**src/rtl/gcd_pkg.sv**
```systemverilog
package gcd_pkg;

    typedef enum logic [1:0] {
        ST_IDLE = 2'd0,
        ST_CMP  = 2'd1,
        ST_SUB  = 2'd2,
        ST_FIN  = 2'd3
    } gcd_state_e;

    typedef enum logic {
        SRC_PORT = 1'b0,
        SRC_DIFF = 1'b1
    } gcd_src_e;

    // Control lines from controller into the datapath
    typedef struct packed {
        logic     x_ld;
        logic     y_ld;
        gcd_src_e x_src;
        gcd_src_e y_src;
        logic     d_ld;
    } gcd_ctrl_t;

    // Status bits from the datapath into the controller
    typedef struct packed {
        logic ne;
        logic lt;
        logic zero;
    } gcd_stat_t;

endpackage

```
**src/rtl/gcd_reg.sv**
```systemverilog
module gcd_reg #(
    parameter int W = 8
) (
    input  logic         clk,
    input  logic         rst,
    input  logic         ld,
    input  logic [W-1:0] din,
    output logic [W-1:0] q
);
    always_ff @(posedge clk) begin
        if (rst)
            q <= '0;
        else if (ld)
            q <= din;
    end
endmodule

```
**src/rtl/gcd_datapath.sv**
```systemverilog
module gcd_datapath
    import gcd_pkg::*;
#(
    parameter int W = 8
) (
    input  logic         clk,
    input  logic         rst,
    input  logic [W-1:0] x_i,
    input  logic [W-1:0] y_i,
    input  gcd_ctrl_t    ctl,
    output gcd_stat_t    stat,
    output logic [W-1:0] x_q,
    output logic [W-1:0] y_q,
    output logic [W-1:0] d_q
);
    logic [W-1:0] diff_xy, diff_yx;
    logic [W-1:0] x_nxt, y_nxt, d_nxt;

    // Two subtractors
    assign diff_xy = x_q - y_q;
    assign diff_yx = y_q - x_q;

    // Source-select multiplexers
    assign x_nxt = (ctl.x_src == SRC_PORT) ? x_i : diff_xy;
    assign y_nxt = (ctl.y_src == SRC_PORT) ? y_i : diff_yx;

    // Result source: a zero x register hands over the other operand
    assign d_nxt = (x_q == '0) ? y_q : x_q;

    // Comparators
    assign stat.ne   = (x_q != y_q);
    assign stat.lt   = (x_q <  y_q);
    assign stat.zero = (x_q == '0) || (y_q == '0);

    gcd_reg #(.W(W)) u_xreg (.clk(clk), .rst(rst), .ld(ctl.x_ld), .din(x_nxt), .q(x_q));
    gcd_reg #(.W(W)) u_yreg (.clk(clk), .rst(rst), .ld(ctl.y_ld), .din(y_nxt), .q(y_q));
    gcd_reg #(.W(W)) u_dreg (.clk(clk), .rst(rst), .ld(ctl.d_ld), .din(d_nxt), .q(d_q));
endmodule

```
**src/rtl/gcd_ctrl.sv**
```systemverilog
module gcd_ctrl
    import gcd_pkg::*;
(
    input  logic       clk,
    input  logic       rst,
    input  logic       go_i,
    input  gcd_stat_t  stat,
    output gcd_ctrl_t  ctl,
    output gcd_state_e state,
    output logic       done_o
);
    gcd_state_e state_nxt;

    always_ff @(posedge clk) begin
        if (rst)
            state <= ST_IDLE;
        else
            state <= state_nxt;
    end

    always_comb begin
        ctl       = '0;
        state_nxt = state;
        unique case (state)
            ST_IDLE: begin
                if (go_i) begin
                    ctl.x_ld  = 1'b1;
                    ctl.y_ld  = 1'b1;
                    ctl.x_src = SRC_PORT;
                    ctl.y_src = SRC_PORT;
                    state_nxt = ST_CMP;
                end
            end
            ST_CMP: begin
                if (stat.zero || !stat.ne) begin
                    ctl.d_ld  = 1'b1;
                    state_nxt = ST_FIN;
                end else begin
                    state_nxt = ST_SUB;
                end
            end
            ST_SUB: begin
                if (stat.lt) begin
                    ctl.y_ld  = 1'b1;
                    ctl.y_src = SRC_DIFF;
                end else begin
                    ctl.x_ld  = 1'b1;
                    ctl.x_src = SRC_DIFF;
                end
                state_nxt = ST_CMP;
            end
            ST_FIN: begin
                state_nxt = ST_IDLE;
            end
            default: state_nxt = ST_IDLE;
        endcase
    end

    assign done_o = (state == ST_FIN);
endmodule

```
**src/rtl/gcd_proc.sv**
```systemverilog
module gcd_proc
    import gcd_pkg::*;
#(
    parameter int W = 8
) (
    input  logic         clk,
    input  logic         rst,
    input  logic         go_i,
    input  logic [W-1:0] x_i,
    input  logic [W-1:0] y_i,
    output logic [W-1:0] d_o,
    output logic         done_o
);
    gcd_ctrl_t    ctl;
    gcd_stat_t    stat;
    gcd_state_e   state;
    logic [W-1:0] x_q, y_q;

    gcd_ctrl u_ctrl (
        .clk   (clk),
        .rst   (rst),
        .go_i  (go_i),
        .stat  (stat),
        .ctl   (ctl),
        .state (state),
        .done_o(done_o)
    );

    gcd_datapath #(.W(W)) u_dp (
        .clk (clk),
        .rst (rst),
        .x_i (x_i),
        .y_i (y_i),
        .ctl (ctl),
        .stat(stat),
        .x_q (x_q),
        .y_q (y_q),
        .d_q (d_o)
    );
endmodule

```
**config.mk**
```make
export PLATFORM = sky130hd
export DESIGN_NAME = gcd_proc
export DESIGN_NICKNAME = d
export VERILOG_FILES = /design/src/rtl/gcd_pkg.sv /design/src/rtl/gcd_reg.sv /design/src/rtl/gcd_datapath.sv /design/src/rtl/gcd_ctrl.sv /design/src/rtl/gcd_proc.sv
export SDC_FILE = /design/constraint.sdc
export NUM_CORES = 1
export LEC_CHECK = 0
export BUFFER_PORTS_ARGS = -buffer_cell sky130_fd_sc_hd__buf_2
export CAP_MARGIN = 10
export CORE_MARGIN = 2
export CORE_UTILIZATION = 59
export CTS_BUF_LIST = sky130_fd_sc_hd__clkbuf_2 sky130_fd_sc_hd__clkbuf_4 sky130_fd_sc_hd__clkbuf_8
export DETAILED_ROUTE_END_ITERATION = 10
export GPL_ROUTABILITY_DRIVEN = 0
export PLACE_DENSITY = 0.89
export SYNTH_ARGS = -nofsm -noshare
export SYNTH_HDL_FRONTEND = slang
export SYNTH_HIERARCHICAL = 1
export SYNTH_SLANG_ARGS = --single-unit
```
**constraint.sdc**
```tcl
create_clock -name clk -period 3.6 [get_ports clk]
set_input_delay 0.72 -clock clk [delete_from_list [all_inputs] [get_ports clk]]
set_output_delay 0.72 -clock clk [all_outputs]
set_load 0.005 [all_outputs]
```
==> results.txt, run 1 <==
The routed wire length on met2 came out at roughly 2.0 mm. The final cycle utilization of the critical path is 0.847. The overall die height is around 62 um. The worst-path maximum fanout came out at 9. The worst reg-to-reg path cell count is 14. After clock tree synthesis, the flow added hold-fix buffers numbering 0.

The floorplan has 21 rows. The number of maximum-capacitance constraint violations is 0. The count of buffers added by post-CTS timing repair for setup is 0.

For this run, the leading register cell type out of synthesis is dfxtp_1. The summed negative setup slack over all endpoints is 0 ps. The initial utilization of the core area, before any placement, comes to 0.603. The wire length the detailed router placed on met1 is about 2.1 mm. The slowest stage of the critical path belongs to the cell ha_1. TritonCTS built the clock tree. The area of the core region came out at 3280 um2. The synthesis warning total is 6. The highest layer touched by signal routing is met4. Yosys mapped the design onto between 40 and 50 distinct sky130hd cell types.

The count of cells along the worst hold path came out at 2. The count of antenna-violating nets left after detailed routing came out at 0. Data on the critical path arrives at its endpoint at 3330 ps. In the synthesized netlist, the number of instances is 237. After detailed routing, the met3 layer carries around 290 um of wire. Averaged over all synthesized cells, the footprint is around 8.4 um2.

The proportion of layout cells with a drive suffix above 1 is 0.200. The setup path with the least slack is of type register to register. The worst setup path is launched from a register. The final hold slack is just over 500 ps. 0 antenna diodes ended up in the layout. In the routed layout, each cell is associated on average with a via count of about 5.7.

Setup repair after global routing left no endpoint under its margin. The total grt overflow came out at 0. The finished layout holds 306 standard cells, fillers aside.

The total number of vias came out at ~1700. The number of endpoints with negative hold slack in the final report was 0. For this run, the detailed router's first-pass iteration total came to 5. The most prevalent standard cell on the critical path is a21oi_1.

The normalized max-slew margin came out at 0.660. Summed over all cells, the static leakage comes to between 0.001 and 0.0015 uW. The number of antenna violations at the first check in global routing came out at 0. When the netlist entered floorplanning its net count stood at about 270.

In this run the count of I/O pins placed on the die edge is 28. The number of cells in the design after placement is ~300. The start of the worst register-to-register path is u_dp/u_xreg/q[2]. At the worst endpoint, the required time is between 3000 and 4000 ps. The delay contributed by the slowest stage of the critical path is around 410 ps. The launch instance of the worst min-delay path is u_dp/u_dreg/q[2].

The number of levels in the clock H-tree is 1. In this run the tool buffered the top-level ports with 27 buffer cells. The number of enable-type register cells in the synthesized netlist came out at 0.

After layout, the minimum clock period comes to a little over 3000 ps. The die footprint came out at about 3800 um2. The tree is rooted in a clkbuf_4. The total setup violations reported at the end of the flow came out at 0. The routed design has 4.54 mm of wire. The number of global-route vias before repair came to roughly 1600. The HPWL after detailed placement came out at 3.34 mm. The first global-routing pass estimated about 7.3 mm of wire.

The final layout contains ~300 nets. The post-synthesis instance area came out at 1980 um2. The area added between synthesis and finish is 8.91%.

The clock net sink count came out at 26. The type of element capturing the critical path is a register. Entering global routing, the biggest net connects 27 pins.

The power density normalized to cell area is a little under 500 nW/um2. The launch point of the critical path is u_dp/u_xreg/q[2]. The run finished with clean final reports. The maximum VDD drop is ~0.23 mV.

For the final database, setup skew stands at between 5 and 6 ps. The worst hold path belongs to the class register to register. The signal on the critical path passes through inv_1 > ha_1 > nor2b_4 > o31a_1 > o21ai_2 > a21oi_1 > a211oi_1 > and3b_2 > inv_2 > nor3b_1 > a21oi_1 > o311ai_0 > mux2i_1 > nor2_1. The number of violations reported at the end of detailed-routing iteration 0 came out at 74. Of the synthesized area, sequential elements account for 0.263. The slew of the pin with the lowest slew margin came out at 510 ps. Overall power consumption after layout is estimated at 1040 uW. The final max-slew violation count came out at 0. Derived from the worst setup path, the maximum achievable clock frequency is about 330 MHz.

The remaining routing DRC violations is 0. The overall routing resource usage came out at 0.257. At the later pin of the worst-skew pair, clock insertion delay measures approximately 330 ps. In this run, CTS created clock tree buffers numbering 3. The post-CTS resize count came out at 0. The die width is 61.9 um. In this run the deepest clock path goes through 2 buffers. The share of synthesized registers carrying an async set or reset is 0. The post-synthesis register bit count is 26.

The wire length per cell after detailed routing came out at 14.8 um. The clock-pin slew of the registers on the worst-case setup and hold paths is ~150 ps.
-- cells by family after synthesis --
| family | after synthesis | share of synthesized area |
|---|---|---|
| XOR/XNOR | 6 | 0.0265 |
| buffers and inverters | 32 | 0.0796 |
| flip-flops | 26 | 0.263 |
| AND/OR/NAND/NOR | 76 | 0.186 |
| AO/OA/AOI/OAI | 48 | 0.162 |
| adder cells (fa/ha/maj) | 17 | 0.115 |
| multiplexers | 32 | 0.168 |
-- state kept, by name (all words and copies together) (netlist names) --
name	flops
u_ctrl/state	2
u_dp/u_dreg/q	8
u_dp/u_xreg/q	8
u_dp/u_yreg/q	8
-- per-layer routing --
metal,vias to the layer above,GRT usage
met1,801,0.350
met3,8,0.0331
met4,0,0.0790
li1,855,-
met5,-,0
met2,74,0.424
-- stage by stage --
step	area [um2]	worst slack, ps	utilization
floorplan	1980	769	-
global placement	2120	722	0.646
detailed placement	2120	628	0.646
CTS	2160	606	0.657
global route	2160	322	0.657
finish	2160	550	0.657
-- final timing paths --
kind	to	slack, ps
worst max-delay path	u_dp/u_yreg/q[6]	550
worst min-delay path	u_dp/u_dreg/q[2]	510
worst max register to register	u_dp/u_yreg/q[6]	550
worst min register to register	u_dp/u_dreg/q[2]	510
-- cells in the mapped netlist, types with 3 or more instances --
master	number	share of area
nand2_1	21	0.040
buf_1	3	0.0057
o21ai_0	8	0.020
a211oi_1	3	0.011
o21a_1	3	0.011
a21oi_1	13	0.033
dfxtp_1	26	0.26
mux2_2	6	0.034
inv_1	18	0.034
xnor2_1	4	0.018
mux2i_1	25	0.13
nor3b_1	3	0.011
clkbuf_1	4	0.0076
a21o_1	7	0.027
buf_6	5	0.028
ha_1	15	0.095
nor2_1	31	0.059
nand2b_1	3	0.0095
-- final cells by class --
class,count,area [um2]
multi-input combinational,179,1300
fill,283,1130
sequential,26,520
timing repair buffer,31,165
inverter,20,75.1
tap,46,57.6
clock buffer,4,36.3
-- layout by cell type (no fill, tap or decap), types with 2 or more instances in the layout --
cell type	netlist	final
o311ai_0	2	2
inv_2	2	2
fa_1	2	2
xnor2_1	4	4
nor2_1	31	31
a21oi_1	13	13
o21a_1	3	3
ha_1	15	15
nand2b_1	3	3
mux2i_1	25	25
nor3b_1	3	3
nand2_1	21	21
buf_2	0	27
o31a_1	2	2
nor2b_1	2	2
buf_4	0	4
o21ai_0	8	8
xor2_1	2	2
inv_1	18	18
clkbuf_4	0	3
o21ai_2	2	2
o22a_1	2	2
nand4_1	2	2
nand3_1	2	2
dfxtp_1	26	26
mux2_2	6	6
a21o_1	7	7
a211oi_1	3	3
-- power by group --
group / switching (uW) / leakage (uW) / total (uW) / internal (uW)
clock network: 92.8 / 0.0000210 / 155 / 61.9
logic: 289 / 0.000767 / 530 / 240
registers: 34.9 / 0.000213 / 353 / 318
total: 417 / 0.00100 / 1040 / 620
-- critical path, delay by kind of cell, from the launching register on --
family | cells | cell delay [ps]
adders and majority gates | 1 | 410
DFF | 1 | 390
and+or+nand+nor | 4 | 840
muxes | 1 | 120
buffers and inverters | 2 | 190
AOI/OAI and AO/OA | 6 | 1060
(Power assumes the default switching activity.)
==> run 2, diff against run 1 <==
--- a/config.mk
+++ b/config.mk
@@ -8,11 +8,11 @@
 export BUFFER_PORTS_ARGS = -buffer_cell sky130_fd_sc_hd__buf_2
 export CAP_MARGIN = 10
 export CORE_MARGIN = 2
-export CORE_UTILIZATION = 59
+export CORE_UTILIZATION = 54
 export CTS_BUF_LIST = sky130_fd_sc_hd__clkbuf_2 sky130_fd_sc_hd__clkbuf_4 sky130_fd_sc_hd__clkbuf_8
 export DETAILED_ROUTE_END_ITERATION = 10
 export GPL_ROUTABILITY_DRIVEN = 0
-export PLACE_DENSITY = 0.89
+export PLACE_DENSITY = 0.86
 export SYNTH_ARGS = -nofsm -noshare
 export SYNTH_HDL_FRONTEND = slang
 export SYNTH_HIERARCHICAL = 1
==> constraint.sdc (replaced) <==
create_clock -name clk -period 2.7 [get_ports clk]
set_input_delay 0.54 -clock clk [delete_from_list [all_inputs] [get_ports clk]]
set_output_delay 0.54 -clock clk [all_outputs]
set_load 0.005 [all_outputs]
==> run 2 against run 1 <==
Effect of this change: the run now ends with negative setup slack left; design area rose by 12%; core utilization rose by 1.2 points; power rose by 48%; clock power rose by 42%; via count rose by 2.0%; critical endpoint is now u_dp/u_yreg/q[2].
==> results.txt, run 2 (synthesis gave the netlist of run 1 again) <==
The run finished, with violations left. The checks that failed: negative setup slack. The final-layout fill cell count was 290 (+2.5%).

In this run the most critical hold path is launched from u_dp/u_dreg/q[5]. The overall routing resource usage is 0.230 (-0.0270). The final max-slew violation count came out at 0 (unchanged). The final layout net count was 313 (+5.4%). The critical path's slowest cell is dfxtp_1. The TritonCTS clock tree is yes. The number of levels in the clock H-tree came out at 1 (unchanged). The clock net sink count came to 26 (unchanged). The summed negative setup slack over all endpoints is -57.5 ps (-57.5 ps). The HPWL after detailed placement is 3.44 mm (+3.0%). The leakage power is 0.00111 uW (+11%). The shortest clock period the worst path allows after layout is 2720 ps (-330 ps). The normalized max-slew margin came out at 0.675 (+0.0152). The number of endpoints with negative hold slack in the final report came out at 0 (unchanged). The count of antenna-violating nets left after detailed routing is 0 (unchanged). The final clock skew came out at 7.37 ps (+1.38 ps).

The start of the worst register-to-register path is u_dp/u_yreg/q[2]. The signal arrival time at the worst endpoint is 2870 ps (-460 ps). The highest achievable clock rate came out at 368 MHz (+12%). The delay contributed by the slowest stage of the critical path came out at 470 ps (+60 ps). The total setup violations reported at the end of the flow came out at 5 (+5). The clock insertion delay at the later pin of the skew report came to 270 ps (-60 ps). The die footprint is 4170 um2 (+8.6%).

The type of element capturing the critical path is a register. The antenna cell count was 0 (unchanged). The total number of vias is 1773 (+2.0%). The number of antenna violations at the first check in global routing came out at 0 (unchanged). The overall die height is 64.6 um (+4.2%). The routed wire length is 4.90 mm (+7.9%).

The detailed-router iteration count before antenna repair is 4 (-1). The number of maximum-capacitance constraint violations came out at 0 (unchanged). The endpoint required time on the critical path came to 2850 ps (-1030 ps). For hold timing, the worst endpoint is u_dp/u_dreg/q[5]. The final cycle utilization of the critical path is 1.01 (+0.160). The number of I/O port buffers is 27 (unchanged). The fraction of the core area covered by cells at the end of the flow is 0.669 (+0.0122). The via density per instance came out at 5.49 (-3.4%). The slack of the critical path came out at -20.0 ps (-570 ps). The wire length of the first global-routing pass came to 7.62 mm (+3.9%). The proportion of layout cells with a drive suffix above 1 is 0.309 (+0.109). The count of cells along the worst hold path was 2 (unchanged).

The type of the worst min-delay path is register to register. CTS placed an instance of clkbuf_8 at the clock tree root. The area added between synthesis and finish came out at 21.8%.

The die width is 64.6 um (+4.2%). The number of buffers created by CTS came out at 3 (unchanged). The total of hold buffers inserted after clock tree synthesis is 0 (unchanged). The largest registers in the layout are u_dp/u_dreg/q: 8 flops, u_dp/u_xreg/q: 8 flops, u_dp/u_yreg/q: 8 flops. The slew of the pin with the lowest slew margin came out at 487 ps (-22.7 ps). Setup repair after global routing could not meet its margin everywhere. The effective utilization at floorplan is 0.549 (-0.0538). The remaining routing DRC violations came out at 0 (unchanged). The clock-pin slew of the registers on the worst-case setup and hold paths is 90 ps (-60 ps).

Walking the worst path, the cells encountered are ha_4 > nor2b_4 > o31a_1 > o21ai_2 > a21oi_2 > a211oi_4 > and3b_2 > mux2_2 > mux2i_1 > nor2_1. The power density normalized to cell area is 636 nW/um2 (+32%). The maximum VDD drop is 0.362 mV (+57%). The number of global-route vias before repair is 1649 (+4.0%). The worst setup path is launched from a register. The library cell used most frequently in the layout, excluding fill and tap cells, is nor2_1.

The total grt overflow came to 0 (unchanged). The area of the core region is 3610 um2 (+9.8%). The number of violations reported at the end of detailed-routing iteration 0 came to 98 (+32%). The cell row count came to 22 (+4.8%). The reg-to-reg setup timing slack came out at -20 ps (-570 ps). In this run the critical register-to-register path is captured at u_dp/u_yreg/q[2]. The worst reg-to-reg path cell count is 10 (-4).

The start-to-end type of the worst setup path is register to register. The number of placed I/O pins is 28 (unchanged). The worst-path maximum fanout is 7 (-2). Leaving out fill and tap cells, the most frequent cells in the layout are nor2_1 (31), buf_2 (27), mux2i_1 (25).

The maximum number of pins on one net before global-route repair is 27 (unchanged). The worst-case clock buffer depth is 2 (unchanged). The wire length per cell after detailed routing is 15.2 um (+2.2%).
[run 2: stage by stage]
step                setup slack, ps  total power (uW)  hold slack (ps)  std cells  area [um2]
floorplan                     -10.2              1040              485        237        1990
CTS                          -0.565              1450              505        320        2270
finish                        -20.0              1530              497        323        2410
detailed placement            -90.9              1210              480        317        2230
global placement               29.9              1200              474        317        2230
global route                   -161              1630              531        323        2410
[run 2: report_power, final]
part           switching [uW]  internal (uW)  total (uW)
clock                     120           99.9         220
combinational             436            404         841
sequential               48.9            425         474
[run 2: worst max-delay path by stage]
stage	start	end	slack, ps
finish	u_dp/u_yreg/q[2]	u_dp/u_yreg/q[2]	-20
global route	u_dp/u_yreg/q[2]	u_dp/u_yreg/q[6]	-160
CTS	u_dp/u_xreg/q[0]	u_dp/u_xreg/q[6]	-0.6
detailed placement	u_dp/u_xreg/q[0]	u_dp/u_xreg/q[6]	-90
global placement	u_dp/u_xreg/q[0]	u_dp/u_xreg/q[6]	30
floorplan	u_dp/u_xreg/q[0]	u_dp/u_xreg/q[6]	-10
[run 2: area by class of cell]
type	instances	area (um2)	share of cell area
Multi-Input combinational cell	179	1400	0.581
Inverter	20	82.6	0.0342
Timing Repair Buffer	47	302	0.125
Tap cell	48	60.1	0.0249
Clock buffer	3	41.3	0.0171
Sequential cell	26	526	0.218
[run 2: repair_timing]
action	CTS	global route
buffers inserted	0	4
pin swaps	0	8
gates resized for setup	3	29
setup endpoints to repair	6	16
[run 2: worst max-delay path, delay by kind of cell, from the launching register on]
family                     cells  cell delay, ps
DFF                            1             470
and+or+nand+nor                3             540
AOI/OAI and AO/OA              4             840
muxes                          2             490
adders and majority gates      1             250
[run 2: metal layers]
metal,global-route usage,vias up,share of wire
met5,0,-,0
met4,0.0559,0,0.016
met3,0.0313,10,0.062
met2,0.400,61,0.48
met1,0.302,809,0.44
li1,-,893,-
==> run 3, diff against run 2 <==
--- a/config.mk
+++ b/config.mk
@@ -13,6 +13,7 @@
 export DETAILED_ROUTE_END_ITERATION = 10
 export GPL_ROUTABILITY_DRIVEN = 0
 export PLACE_DENSITY = 0.86
+export SETUP_SLACK_MARGIN = 0.5
 export SYNTH_ARGS = -nofsm -noshare
 export SYNTH_HDL_FRONTEND = slang
 export SYNTH_HIERARCHICAL = 1
==> run 3 against run 2 <==
Effect of this change: the run still ends with negative setup slack left; power is 16% higher; design area grew 12%; non-clock buffer count grew 9; largest power group unchanged; die area unchanged; clock power up 20%; cell count increased by 3.4%; first-iteration DRC count rose by 32%; clock skew fell by 1.9 ps; combinational power grew 22%.
==> results.txt, run 3 (synthesis gave the netlist of run 1 again) <==
The power density normalized to cell area came out at 655 nW/um2 (+3.0%). The total setup violations reported at the end of the flow was 4 (-1). The switching power summed over all nets came out at 703 uW (+16%). The effective utilization at floorplan came out at 0.549 (unchanged).

The number of global-route vias before repair is 1837 (+11%). The proportion of layout cells with a drive suffix above 1 is 0.416 (+0.107). The number of cells in the design after placement is 313 (-1.3%).

The wire length of the first global-routing pass came out at 8.86 mm (+16%). The routed wire length came out at 5.78 mm (+18%). The via density per instance is 5.73 (+4.4%). The number of maximum-capacitance constraint violations is 0 (unchanged). The clock-pin slew of the registers on the worst-case setup and hold paths is 100 ps (about the same). The overall routing resource usage is 0.278 (+0.0472). The launch point of the critical path is u_dp/u_xreg/q[0]. The cell row count is 22 (unchanged). The maximum number of pins on one net before global-route repair is 27 (unchanged). The area added between synthesis and finish came out at 36.8%. The HPWL after detailed placement is 3.61 mm (+5.0%). The final layout net count came out at 323 (+3.2%). The antenna cell count is 0 (unchanged).

The largest registers in the layout are u_dp/u_dreg/q: 8 flops, u_dp/u_xreg/q: 8 flops, u_dp/u_yreg/q: 8 flops. The worst setup path is captured at a register. The remaining routing DRC violations came to 0 (unchanged). The number of I/O port buffers is 27 (unchanged). The run finished, with violations left.

The final max-slew violation count is 0 (unchanged). The final clock skew came out at 5.51 ps (-1.85 ps). The worst-path maximum fanout is 6 (-1).

The number of levels in the clock H-tree came to 1 (unchanged). The detailed-router iteration count before antenna repair came out at 4 (unchanged). The fraction of the core area covered by cells at the end of the flow is 0.751 (+0.0822). The overall die height was 64.6 um (unchanged). Setup repair after global routing could not meet its margin everywhere.

The worst-case clock buffer depth came to 2 (unchanged). The die width came out at 64.6 um (unchanged). The reg-to-reg setup timing slack is -30 ps (about the same). The cell area reported after detailed placement came to 2270 um2 (+1.9%). The final cycle utilization of the critical path came out at 1.01 (+0.00511). The endpoint required time on the critical path came out at 2860 ps (about the same).

The signal arrival time at the worst endpoint was 2890 ps (+20 ps). The final-layout fill cell count came out at 261 (-10%). The wire length per cell after detailed routing was 17.3 um (+14%). The library cell used most frequently in the layout, excluding fill and tap cells, is nor2_1. The internal portion of total power is 1070 uW (+15%). The share of total power consumed by net switching came out at 0.396 (+0.00155).

The worst setup slack before clock tree synthesis was -28.2 ps (+62.7 ps). The die footprint is 4170 um2 (unchanged). The number of placed I/O pins was 28 (unchanged). The shortest clock period the worst path allows after layout was 2730 ps (+13.8 ps). The cell sitting at the root of the clock tree is a clkbuf_8. The combinational group share of total power is 0.579 (+0.031).

The clock net sink count came out at 26 (unchanged). The number of endpoints with negative hold slack in the final report was 0 (unchanged). In this run the most critical hold path is launched from u_dp/u_dreg/q[6]. The worst setup path is launched from a register. The area of the core region came to 3610 um2 (unchanged). The final hold slack is 505 ps (+7.68 ps).

The number of violations reported at the end of detailed-routing iteration 0 came out at 129 (+32%). The number of antenna violations at the first check in global routing is 0 (unchanged). The library cells used most frequently in the layout, excluding fill and tap cells, are nor2_1 (31), buf_2 (27), mux2i_1 (25). The total grt overflow was 0 (unchanged). The leakage power is 0.00123 uW (+11%). The TritonCTS clock tree is yes. The maximum VDD drop came out at 0.503 mV (+39%).

The number of buffers created by CTS came out at 3 (unchanged). The total number of vias is 1914 (+8.0%). The worst register-to-register path begins at u_dp/u_xreg/q[0]. The highest achievable clock rate is 366 MHz (-0.51%). The slack of the critical path is -33.8 ps (-13.8 ps).

The worst hold path belongs to the class register to register. The slew of the pin with the lowest slew margin was 471 ps (-16.7 ps). The count of non-filler cells in the finished layout is 334 (+3.4%). The clock insertion delay at the later pin of the skew report is 280 ps (about the same). The part of the power in the clock network is 0.148 (+0.005).

The fraction of power consumed by sequential logic is 0.273 (-0.036). The normalized max-slew margin is 0.686 (+0.0111). The count of antenna-violating nets left after detailed routing was 0 (unchanged). The setup path with the least slack is of type register to register. The design area is 2710 um2 (+12%). The final reports fail on negative setup slack.
## run 3: changes by cell type in the layout (fill, tap and decap cells not counted), moves of 4 or more
cell | before | now
dfxtp_4 | 0 | 5
ha_1 | 13 | 8
inv_1 | 17 | 13
dfxtp_1 | 22 | 16
buf_6 | 1 | 9
ha_4 | 2 | 7
## run 3: through the flow
stage	total power, uW	TNS, ps
after floorplan	1080	0
after global placement	1220	0
after detailed placement	1240	-28.2
after CTS	1630	0
after global routing	1870	-673
final	1770	-90.9
## run 3: layer usage
metal | share of wire | vias to the layer above | wire [um] | global-route usage
li1 | - | 909 | - | -
met1 | 0.43 | 906 | 2470 | 0.370
met2 | 0.48 | 80 | 2770 | 0.445
met3 | 0.064 | 19 | 370 | 0.0399
met4 | 0.028 | 0 | 164 | 0.125
met5 | 0 | - | 0 | 0
## run 3: layout make-up
class	count	area, um2	area share
Sequential cell	26	546	0.201
Tap cell	48	60.1	0.0222
Inverter	20	95.1	0.0351
Clock buffer	4	55.1	0.0203
Timing Repair inverter	1	7.51	0.00277
Multi-Input combinational cell	179	1550	0.571
Timing Repair Buffer	56	399	0.147
## run 3: power by group through the flow
| stage | Clock (uW) | Sequential, uW | Combinational [uW] |
|---|---|---|---|
| 2_1_floorplan | 0 | 469 | 611 |
| 3_3_place_gp | 0 | 476 | 746 |
| 3_5_place_dp | 0 | 479 | 760 |
| 4_1_cts | 269 | 473 | 890 |
| 5_1_grt | 285 | 488 | 1100 |
| 6_report | 263 | 484 | 1030 |
## run 3: worst max-delay path, stage by stage, from the launching register on
cell	delay [ps]
dfxtp_2	350
inv_2	50
ha_4	160
fa_2	380
nor2b_4	120
o31a_1	180
o21ai_2	90
a21oi_2	150
a211oi_2	70
buf_4	160
nor3b_4	190
buf_6	180
mux2_4	300
mux2i_1	140
nor2_1	70
## run 3: path summary, 6_finish.rpt
| path | end | depth (start not counted) |
|---|---|---|
| worst max-delay path | u_dp/u_xreg/q[5] | 14 |
| worst min-delay path | u_dp/u_dreg/q[6] | 2 |
| worst max register to register | u_dp/u_xreg/q[5] | 14 |
| worst min register to register | u_dp/u_dreg/q[6] | 2 |
## run 3: timing repair
item,in CTS,in global routing
cloned,2,0
hold buffers,0,0
gates resized for setup,30,32
pin swaps,10,12
setup endpoints to repair,25,25
setup buffers,10,5
